File: config.mk
export PLATFORM = sky130hd
export DESIGN_NAME = vexp_pack_unit
export DESIGN_NICKNAME = d
export VERILOG_FILES = /design/src/rtl/vxp_pkg.sv /design/src/rtl/vxp_lzc.sv /design/src/rtl/vxp_getexp_lane.sv /design/src/rtl/vxp_lane_mask.sv /design/src/rtl/vexp_pack_unit.sv
export SDC_FILE = /design/constraint.sdc
export NUM_CORES = 2
export LEC_CHECK = 0
export ABC_AREA = 1
export CAP_MARGIN = 20
export CORE_AREA = 2 2 603 605
export DETAILED_ROUTE_END_ITERATION = 10
export DIE_AREA = 0 0 605 607
export PLACE_DENSITY = 0.41
export SYNTH_ARGS = -nofsm -noshare
export SYNTH_HDL_FRONTEND = slang
export SYNTH_SLANG_ARGS = --single-unit
File: constraint.sdc
create_clock -name clk -period 13.71 [get_ports clk]
set_clock_uncertainty 0.1 [all_clocks]
set_input_delay 2.742 -clock clk [delete_from_list [all_inputs] [get_ports clk]]
set_output_delay 2.742 -clock clk [all_outputs]
set_load 0.05 [all_outputs]
File: src/rtl/vxp_pkg.sv
// Package vxp_pkg
// Shared sizes and types for the packed exponent-extraction unit.
// Assumes IEEE-754 binary64 lanes and a maximum vector of eight lanes.
package vxp_pkg;
    parameter int LANE_W    = 64;
    parameter int MAX_LANES = 8;
    parameter int MIN_LANES = 2;
    parameter int VL_W      = 2;
    parameter int EXP_W     = 11;
    parameter int FRAC_W    = 52;
    parameter int BIAS      = 1023;
    localparam int DST_W    = LANE_W * MAX_LANES;
    // signed unbiased exponent needs room for -(BIAS + FRAC_W - 1)
    localparam int INT_W    = EXP_W + 2;
    // magnitude of the unbiased exponent fits in EXP_W bits
    localparam int MAG_W    = EXP_W;

    typedef enum logic [2:0] {
        CLS_ZERO,
        CLS_DENORM,
        CLS_NORMAL,
        CLS_INF,
        CLS_NAN
    } lane_class_e;

    // Number of active lanes for a vector length code, capped at MAX_LANES.
    function automatic int lanes_for(input logic [VL_W-1:0] code);
        int n;
        n = MIN_LANES << code;
        if (n > MAX_LANES) n = MAX_LANES;
        return n;
    endfunction
endpackage

File: src/rtl/vxp_lzc.sv
// Module vxp_lzc
// Counts leading zeros of a W-bit vector (MSB first); returns W for zero.
// Purely combinational; assumes W >= 1.
module vxp_lzc #(
    parameter  int W  = 8,
    localparam int CW = $clog2(W + 1)
) (
    input  logic [W-1:0]  vec,
    output logic [CW-1:0] cnt
);
    // Scan upward so the highest set bit wins.
    always_comb begin
        cnt = CW'(W);
        for (int i = 0; i < W; i++) begin
            if (vec[i]) cnt = CW'(W - 1 - i);
        end
    end
endmodule

File: src/rtl/vxp_getexp_lane.sv
// Module vxp_getexp_lane
// Computes floor(log2|x|) of one binary64 operand as a binary64 value,
// with the zero, denormal, infinity and NaN special cases and the two
// per-lane exception indications. Combinational; the result is exact
// because the integer exponent always fits the 52-bit fraction.
module vxp_getexp_lane
    import vxp_pkg::*;
(
    input  logic [LANE_W-1:0] operand,
    input  logic              daz,
    output logic [LANE_W-1:0] result,
    output logic              sig_invalid,
    output logic              sig_denorm
);
    localparam int LZ_FW = $clog2(FRAC_W + 1);
    localparam int LZ_MW = $clog2(MAG_W + 1);
    localparam int PAD_W = FRAC_W - (MAG_W - 1);

    logic [EXP_W-1:0]  expf;
    logic [FRAC_W-1:0] frac;
    lane_class_e       cls;
    logic [LZ_FW-1:0]  frac_lz;
    logic [INT_W-1:0]  unb;
    logic              neg;
    logic [MAG_W-1:0]  mag;
    logic [LZ_MW-1:0]  mag_lz;
    logic [MAG_W-2:0]  mag_norm;
    logic [EXP_W-1:0]  res_exp;
    logic [FRAC_W-1:0] res_frac;

    assign expf = operand[LANE_W-2:FRAC_W];
    assign frac = operand[FRAC_W-1:0];

    // Sort the operand into one of five classes.
    always_comb begin
        if (expf == '1)
            cls = (frac == '0) ? CLS_INF : CLS_NAN;
        else if (expf == '0)
            cls = ((frac == '0) || daz) ? CLS_ZERO : CLS_DENORM;
        else
            cls = CLS_NORMAL;
    end

    vxp_lzc #(.W(FRAC_W)) u_frac_lz (.vec(frac), .cnt(frac_lz));

    // Unbiased exponent as a two's-complement integer.
    always_comb begin
        if (cls == CLS_DENORM)
            unb = INT_W'(0) - INT_W'(BIAS) - INT_W'(frac_lz);
        else
            unb = INT_W'(expf) - INT_W'(BIAS);
    end

    assign neg = unb[INT_W-1];
    assign mag = MAG_W'(neg ? (INT_W'(0) - unb) : unb);

    vxp_lzc #(.W(MAG_W)) u_mag_lz (.vec(mag), .cnt(mag_lz));

    // Normalise the integer magnitude into exponent and fraction fields.
    always_comb begin
        mag_norm = (MAG_W-1)'(mag << mag_lz);
        res_exp  = EXP_W'(BIAS + MAG_W - 1) - EXP_W'(mag_lz);
        res_frac = {mag_norm, {PAD_W{1'b0}}};
    end

    // Choose the lane result and exception indications by class.
    always_comb begin
        sig_invalid = 1'b0;
        sig_denorm  = (cls == CLS_DENORM);
        unique case (cls)
            CLS_NAN: begin
                result      = {operand[LANE_W-1:FRAC_W], 1'b1, operand[FRAC_W-2:0]};
                sig_invalid = ~operand[FRAC_W-1];
            end
            CLS_INF:  result = {1'b0, {EXP_W{1'b1}}, {FRAC_W{1'b0}}};
            CLS_ZERO: result = {1'b1, {EXP_W{1'b1}}, {FRAC_W{1'b0}}};
            default: begin
                if (mag == '0) result = '0;
                else           result = {neg, res_exp, res_frac};
            end
        endcase
    end
endmodule

File: src/rtl/vxp_lane_mask.sv
// Module vxp_lane_mask
// Decides for one lane position whether it lies inside the vector length
// and whether it is computed, then picks the lane's next destination:
// computed result, preserved old value, or zero. Combinational.
module vxp_lane_mask
    import vxp_pkg::*;
#(
    parameter int LANE_IDX = 0
) (
    input  logic [VL_W-1:0]   vec_len,
    input  logic              use_mask,
    input  logic              zero_mode,
    input  logic              mask_bit,
    input  logic [LANE_W-1:0] lane_result,
    input  logic [LANE_W-1:0] lane_old,
    output logic              compute,
    output logic [LANE_W-1:0] lane_next
);
    logic in_range;

    // Lane is active when below the lane count and enabled (or unmasked).
    always_comb begin
        in_range = (LANE_IDX < lanes_for(vec_len));
        compute  = in_range && (!use_mask || mask_bit);
    end

    // Select the lane's next destination content.
    always_comb begin
        if (!in_range)     lane_next = '0;
        else if (compute)  lane_next = lane_result;
        else if (zero_mode) lane_next = '0;
        else               lane_next = lane_old;
    end
endmodule

File: src/rtl/vexp_pack_unit.sv
// Module vexp_pack_unit
// Top of the packed exponent-extraction unit: one extractor and one
// masking slice per lane, optional broadcast of lane 0, and a single
// output register stage with a valid bit. Assumes in_valid-qualified
// operands; the output holds between valid inputs.
module vexp_pack_unit
    import vxp_pkg::*;
(
    input  logic                 clk,
    input  logic                 rst_n,
    input  logic                 in_valid,
    input  logic [VL_W-1:0]      vec_len,
    input  logic                 use_mask,
    input  logic                 zero_mode,
    input  logic                 bcast,
    input  logic                 src_is_mem,
    input  logic                 daz,
    input  logic [MAX_LANES-1:0] lane_mask,
    input  logic [DST_W-1:0]     src_vec,
    input  logic [DST_W-1:0]     old_dst,
    output logic                 out_valid,
    output logic [DST_W-1:0]     dst_vec,
    output logic                 flag_invalid,
    output logic                 flag_denormal
);
    logic                 bcast_on;
    logic [DST_W-1:0]     next_dst;
    logic [MAX_LANES-1:0] inv_v;
    logic [MAX_LANES-1:0] den_v;
    logic [MAX_LANES-1:0] comp_v;

    assign bcast_on = bcast && src_is_mem;

    for (genvar j = 0; j < MAX_LANES; j++) begin : g_lane
        logic [LANE_W-1:0] lane_src;
        logic [LANE_W-1:0] lane_res;

        assign lane_src = bcast_on ? src_vec[LANE_W-1:0]
                                   : src_vec[j*LANE_W +: LANE_W];

        vxp_getexp_lane u_getexp (
            .operand     (lane_src),
            .daz         (daz),
            .result      (lane_res),
            .sig_invalid (inv_v[j]),
            .sig_denorm  (den_v[j])
        );

        vxp_lane_mask #(.LANE_IDX(j)) u_mask (
            .vec_len     (vec_len),
            .use_mask    (use_mask),
            .zero_mode   (zero_mode),
            .mask_bit    (lane_mask[j]),
            .lane_result (lane_res),
            .lane_old    (old_dst[j*LANE_W +: LANE_W]),
            .compute     (comp_v[j]),
            .lane_next   (next_dst[j*LANE_W +: LANE_W])
        );
    end

    // Output stage: capture the vector and combined flags on valid input.
    always_ff @(posedge clk) begin
        if (!rst_n) begin
            out_valid     <= 1'b0;
            dst_vec       <= '0;
            flag_invalid  <= 1'b0;
            flag_denormal <= 1'b0;
        end else begin
            out_valid <= in_valid;
            if (in_valid) begin
                dst_vec       <= next_dst;
                flag_invalid  <= |(inv_v & comp_v);
                flag_denormal <= |(den_v & comp_v);
            end
        end
    end
endmodule

Word level (Yosys, flattened, before mapping). Cells that the tools add are included.

Output and inout port bits: 515. Bits in registers: 515. Word-level logic and storage cells: 764.

Reduce and logical (&&, ||, !) cells: 60. Eq/ne operators: 32. Order comparisons: 9. $add $sub $neg: 32. Shift-type cells: 9. Multiplexer cells: 608. Bitwise operators: 10.

Operator list (number): 64-bit 2-to-1 mux (39); 6-bit 2-to-1 mux (408); 64-bit one-hot mux with 3 select lines (8); 52-bit zero test (8); 4-bit 2-to-1 mux (80); 11-bit zero test (16); 4-bit by 32-bit < comparator with 1-bit output, first input constant (4); 13-bit 2-to-1 mux (8); 3-bit 2-to-1 mux (32); 11-bit by 10-bit subtractor with 12-bit output, second input constant (8); 11-bit by 7-bit subtractor with 12-bit output, first input constant (8); 11-bit equality test, second input constant (8); 11-bit 2-to-1 mux (8); 11-bit by 4-bit << shifter with 10-bit output (8); 1-bit by 11-bit subtractor with 11-bit output, first input constant (8); 11-bit by 4-bit subtractor with 11-bit output, first input constant (8); 3-bit by 32-bit < comparator with 1-bit output, first input constant (2); 32-bit by 5-bit > comparator with 1-bit output, second input constant (1); 1-bit by 32-bit < comparator with 1-bit output, first input constant (1); 2-bit by 32-bit < comparator with 1-bit output, first input constant (1); 32-bit 2-to-1 mux (1); 2-bit by 2-bit << shifter with 32-bit output, first input constant (1); 3-bit by 1-bit equality test with 1-bit output, second input constant (8); 3-bit by 2-bit equality test with 1-bit output, second input constant (8); other kinds (9) (78).

Logic depth before layout (Yosys ltp).
Depth in word-level cells: 74. Gate-level depth with buffers: 78.

By module. From an unflattened synthesis, not the netlist that was laid out.

Cells, all modules: 11506. Area total of the unflattened synthesis: 58856.4 µm².

By module, submodules not included: vexp_pack_unit (cells each 3280, area an instance 22044.9 µm², instances 1); vxp_getexp_lane at g_lane[0].u_getexp ... (cells each 464, area an instance 2164.6 µm², instances 7); vxp_lzc at g_lane[0].u_getexp.u_frac_lz ... (cells each 182, area an instance 802.0 µm², instances 8); vxp_lane_mask at g_lane[2].u_mask ... (cells each 490, area an instance 2214.6 µm², instances 2); vxp_lane_mask at g_lane[4].u_mask ... (cells each 314, area an instance 1277.5 µm², instances 3); vxp_lane_mask at g_lane[0].u_mask ... (cells each 344, area an instance 1346.3 µm², instances 2); vxp_getexp_lane at g_lane[7].u_getexp (cells each 463, area an instance 2130.8 µm², instances 1); vxp_lane_mask at g_lane[7].u_mask (cells each 225, area an instance 1087.3 µm², instances 1); vxp_lzc at g_lane[0].u_getexp.u_mag_lz ... (cells each 28, area an instance 133.9 µm², instances 8).

Worst setup path before layout. No wires, ideal clock.

Path type: input-to-reg. Start point: input port bcast. End point: register dst_vec[247]. Library setup time: 0.087 ns. Setup slack: 5.568 ns. Data arrival time: 7.955 ns. Stages: 73. Path buffers: 2. Cells stage by stage: nand2_2 inv_2 buf_6 buf_6 o21ai_0 inv_1 nand2_1 nand2_1 nand2_1 nand2_1 nand2_1 nand2_1 nand2_1 nand2_1 nand2_1 nand2_1 nand2_1 nand2_1 (+37 left out) ha_1 inv_1 nor3_2 nand4_1 nor2_1 nand2_1 o31ai_4 xor2_2 nor2_1 nand2_1 nor2_1 inv_1 ha_1 inv_1 ha_1 inv_1 a21oi_1 o31ai_1.

Word-level cells in the longest chain between the ends: 74. Elaborated cells on any way between the ends: 88. Classes of those cells: add/sub (4); eq/ne (4); mux (74); reduce/logical (6).

Ends and longest elaborated chain: from (decl) (line vexp_pack_unit.sv:15) `input logic bcast,`; 1-bit logical AND * (line vexp_pack_unit.sv:32) `assign bcast_on = bcast && src_is_mem;`; 64-bit 2-to-1 mux * (line vexp_pack_unit.sv:38) `assign lane_src = bcast_on ? src_vec[LANE_W-1:0]`; 3-bit 2-to-1 mux (line vxp_lzc.sv:15) `if (vec[i]) cnt = CW'(W - 1 - i);`; 6-bit 2-to-1 mux (51 in series) (line vxp_lzc.sv:15); 11-bit by 7-bit subtractor with 12-bit output (line vxp_getexp_lane.sv:49) `unb = INT_W'(0) - INT_W'(BIAS) - INT_W'(frac_lz);`; 13-bit 2-to-1 mux (line vxp_getexp_lane.sv:48) `if (cls == CLS_DENORM)`; 1-bit by 11-bit subtractor with 11-bit output (line vxp_getexp_lane.sv:55) `assign mag = MAG_W'(neg ? (INT_W'(0) - unb) : unb);`; 11-bit 2-to-1 mux (line vxp_getexp_lane.sv:55); 1-bit 2-to-1 mux (line vxp_lzc.sv:15); 4-bit 2-to-1 mux (10 in series) (line vxp_lzc.sv:15); 11-bit by 4-bit subtractor with 11-bit output (line vxp_getexp_lane.sv:62) `res_exp = EXP_W'(BIAS + MAG_W - 1) - EXP_W'(mag_lz);`; 64-bit 2-to-1 mux (line vxp_getexp_lane.sv:78) `if (mag == '0) result = '0;`; 64-bit one-hot mux with 3 select lines * (line vxp_getexp_lane.sv:70) `unique case (cls)`; 64-bit 2-to-1 mux * (line vxp_lane_mask.sv:30) `else if (compute) lane_next = lane_result;`; 64-bit 2-to-1 mux * (line vxp_lane_mask.sv:29) `if (!in_range) lane_next = '0;`; to (signal assigned) (line vexp_pack_unit.sv:71) `dst_vec <= next_dst;`; to (decl) (line vexp_pack_unit.sv:22) `output logic [DST_W-1:0] dst_vec,`.

Mark *: on every way between the ends. The rest lies on a longest branch, timed or not. A chain may end at the register's enable or synchronous reset.

Final worst setup path.
Start point: input port bcast. End point: register dst_vec[499].

Word-level cells in the longest chain between the ends: 74. Elaborated cells on any way between the ends: 88. Classes of those cells: add/sub (3); eq/ne (4); shift (1); mux (74); reduce/logical (6).

Ends and longest elaborated chain: 1-bit logical AND * (line vexp_pack_unit.sv:32); 64-bit 2-to-1 mux * (line vexp_pack_unit.sv:38); 3-bit 2-to-1 mux (line vxp_lzc.sv:15); 6-bit 2-to-1 mux (51 in series) (line vxp_lzc.sv:15); 11-bit by 7-bit subtractor with 12-bit output (line vxp_getexp_lane.sv:49); 13-bit 2-to-1 mux (line vxp_getexp_lane.sv:48); 1-bit by 11-bit subtractor with 11-bit output (line vxp_getexp_lane.sv:55); 11-bit 2-to-1 mux (line vxp_getexp_lane.sv:55); 1-bit 2-to-1 mux (line vxp_lzc.sv:15); 4-bit 2-to-1 mux (10 in series) (line vxp_lzc.sv:15); 11-bit by 4-bit << shifter with 10-bit output (line vxp_getexp_lane.sv:61) `mag_norm = (MAG_W-1)'(mag << mag_lz);`; 64-bit 2-to-1 mux (line vxp_getexp_lane.sv:78); 64-bit one-hot mux with 3 select lines * (line vxp_getexp_lane.sv:70); 64-bit 2-to-1 mux * (line vxp_lane_mask.sv:30); 64-bit 2-to-1 mux * (line vxp_lane_mask.sv:29).

Marked as above.

==> flow_summary.toml <==
[die]
fp.dieW_um = 605
boundaryPins = 1557
start_util_pct = 12.3
die_area_um2 = 367000
dieHeight_um = 607
rows = 221
core-area_um2 = 361000

[sta]
timing.setup.tns_ns = 0
worstMarginPinSlew_ns = 1.43
fmax_mhz = 93.3
rsz0062_at_grt = "no"
slew_headroom_pct = 4.33
finalSetupViolCount = 0
finalMaxSlewViolations = 0
hold_viol_final = 0
post-route-min-period_ns = 10.72
period_share_pct = 78.2

[clock_tree]
path_clk_slew_ns = 0.06
cts_hold_buf = 0
cts_tree = "yes"
clk_latency_ns = 0.76
h-tree-depth = 3
clockRootBuffer = "clkbuf_16"
clk_path_buf_depth = 4
cts-buffers-inserted = 82
clock_sinks = 515
cts_resized = 0
postCtsSetupBuffers = 0

[outcome]
status = "finished clean"

[synthesis]
yosys.area.top_type = "dfxtp_1"
syn_area_um2 = 44300
yosys-top-cells-area = "dfxtp_1, nand2_1, inv_1, a21oi_1, o21ai_0"
synthFlopType = "dfxtp_1"
async_flop_share_pct = 0
ys_ff_latch = 515
synth_cell_types = 69
syn_avg_cell_area_um2 = 5.62
synthCells = 7882
netlist.area_leader.share_pct = 23.3
yosys_warnings = 0
syn-num-nets = 8980
synth-edff-count = 0
yosysSeqAreaShare_pct = 23.3

[setup_path]
worstSetupPathType = "in2reg"
start_kind = "input port"
critical_path.max_fanout = 103
rrSetupSlack_ns = 12.83
crit_arrival_ns = 11.32
max_stage_delay_ns = 0.63
required_ns = 14.32
crit_path_frequent_cell = "nand2_1"
cp_slowest_cell = "clkdlybuf4s50_1"
crit_path_end_kind = "flop"

[global_route]
grt_remaining_overflow = 0
gr-usage-met1_pct = 27.6
grt_use_met2_pct = 38.3
grt_pass1_vias = 58400
antenna_found_initial = 280
top_usage_layer = "met2"
grt.total_usage_pct = 22.9
grtUsageMet3_pct = 6.24
grt_max_degree = 153
grt_pass1_wl_mm = 564

[cells_and_area]
fin_area_um2 = 68400
finalNetCount = 10400
syn2layout_area_growth_pct = 54.4
drive_gt1_share_pct = 5.35
fill_cells = 42000
layoutNonFillerInstCount = 14200

[power_and_ir_drop]
p_per_area_nw_per_um2 = 94.3
ir_drop_mv = 0.0912
leakage_uw = 0.0298

[routing]
vias = 61400
wl_per_cell_um = 30.9
drc = 0
wl_mm = 440
first_pass_iters = 9
drtIter0Drc = 5765
ant_nets = 0
viasPerCell = 4.31

[placed_design]
dp_hpwl_mm = 373
portBuffers = 1556
dpl_cell_area_um2 = 65400
post-place-cells = 14000
place.gp.congestion = 0.965

[min_path]
hold_class = "reg2reg"

[job]
cap_violations = 0
[cell usage in the layout, fill, tap and decap left out, types with 17 or more instances in the layout]
master	Yosys	routed
nor3_1	63	63
diode_2	0	127
nor2_4	6	23
clkdlybuf4s50_1	0	1556
clkbuf_8	0	18
nor2_1	723	705
dfxtp_1	515	515
a21oi_1	635	634
o21ai_1	193	194
buf_4	6	110
o21ai_0	590	589
o41ai_1	172	171
a31oi_1	18	18
nor4_1	32	31
nand3_1	327	327
xor2_1	72	72
nand2_1	2506	2505
nand2_4	17	19
nand4_1	31	31
a22o_1	32	32
clkbuf_16	0	83
inv_1	1130	1125
o31ai_1	34	32
ha_1	56	56
inv_2	78	80
nor2_2	16	17
nand2_2	44	43
a32o_1	59	59
[synth_stat cells, types with 5 or more instances]
cell,number
o21ai_1,193
o21ai_2,5
a32o_1,59
or2_2,15
dfxtp_1,515
ha_1,56
nor2_4,6
a31oi_1,18
inv_2,78
o211ai_1,14
buf_6,13
nor4_1,32
xor2_2,7
a22o_1,32
a21oi_1,635
nor2_1,723
xnor2_1,14
nand4_1,31
nand2_2,44
buf_8,6
o31ai_1,34
nor4_2,7
o41ai_1,172
o21bai_1,13
nand3_1,327
clkbuf_1,310
xor2_1,72
nand3_2,5
clkinv_1,11
buf_4,6
o21ai_0,590
o221ai_1,11
nand3b_1,6
buf_2,24
nor3_1,63
nand2_1,2506
nor3_2,13
nand2_4,17
inv_1,1130
nor2_2,16
[sequential cells by signal (all words and copies together) (netlist names)]
register	cells
dst_vec	512
flag_denormal	1
flag_invalid	1
out_valid	1
[power by group]
part           switching, uW  internal, uW  leakage (uW)  total, uW
Sequential              48.5          1570       0.00420       1620
Clock                    952          1310       0.00130       2270
Combinational           1750           810        0.0243       2560
[per-layer routing]
layer	up-vias	share of wire, %
met3	660	8.4
met4	112	4.1
li1	28300	-
met5	-	0.16
met1	29400	40
met2	2828	47
[worst paths after layout]
path,from,endpoint,cells past startpoint
setup / recovery,bcast,dst_vec[499],72
hold / removal,dst_vec[447],dst_vec[447],2
setup reg to reg,dst_vec[506],dst_vec[506],2
hold reg to reg,dst_vec[447],dst_vec[447],2
[logic make-up (layout without fill, tap and decap cells)]
| family | after synthesis | after routing | share of synthesized area [%] |
|---|---|---|---|
| AOI/OAI and AO/OA | 1811 | 1811 | 23.8 |
| other | 0 | 127 | 0 |
| adders and majority gates | 56 | 56 | 1.58 |
| DFF | 515 | 515 | 23.3 |
| buffers and inverters | 1583 | 3024 | 14.0 |
| and+or+nand+nor | 3824 | 3824 | 35.4 |
| xor gates and xnor gates | 93 | 93 | 1.96 |
[critical path: cells and delay by family]
| family | cells | cell delay, ns |
|---|---|---|
| AND/OR/NAND/NOR | 63 | 5.25 |
| buffers and inverters | 4 | 1.53 |
| AO/OA/AOI/OAI | 4 | 1.34 |
| adder cells (fa/ha/maj) | 1 | 0.33 |
[metrics by stage]
stage	setup slack [ns]	power [uW]	util [%]	hold WS [ns]
final	2.99	6450	18.9	0.351
after global routing	2.30	6740	18.9	0.363
after detailed placement	2.37	4190	18.1	0.336
after floorplan	5.57	2990	-	0.572
after global placement	2.20	4210	18.1	0.333
after CTS	3.20	6510	18.9	0.352
[cell type report]
cell class / instances / area (um^2) / share of cell area, %
inverter: 1219 / 4600 / 6.73
sequential: 515 / 10300 / 15.1
tap: 4794 / 6000 / 8.77
antenna: 127 / 318 / 0.465
clock inverter: 18 / 293 / 0.428
clock buffer: 116 / 2380 / 3.48
timing repair buffer: 1671 / 16500 / 24.1
multi-input combinational: 5784 / 28000 / 40.9
Power figures use the tool's default switching activity.
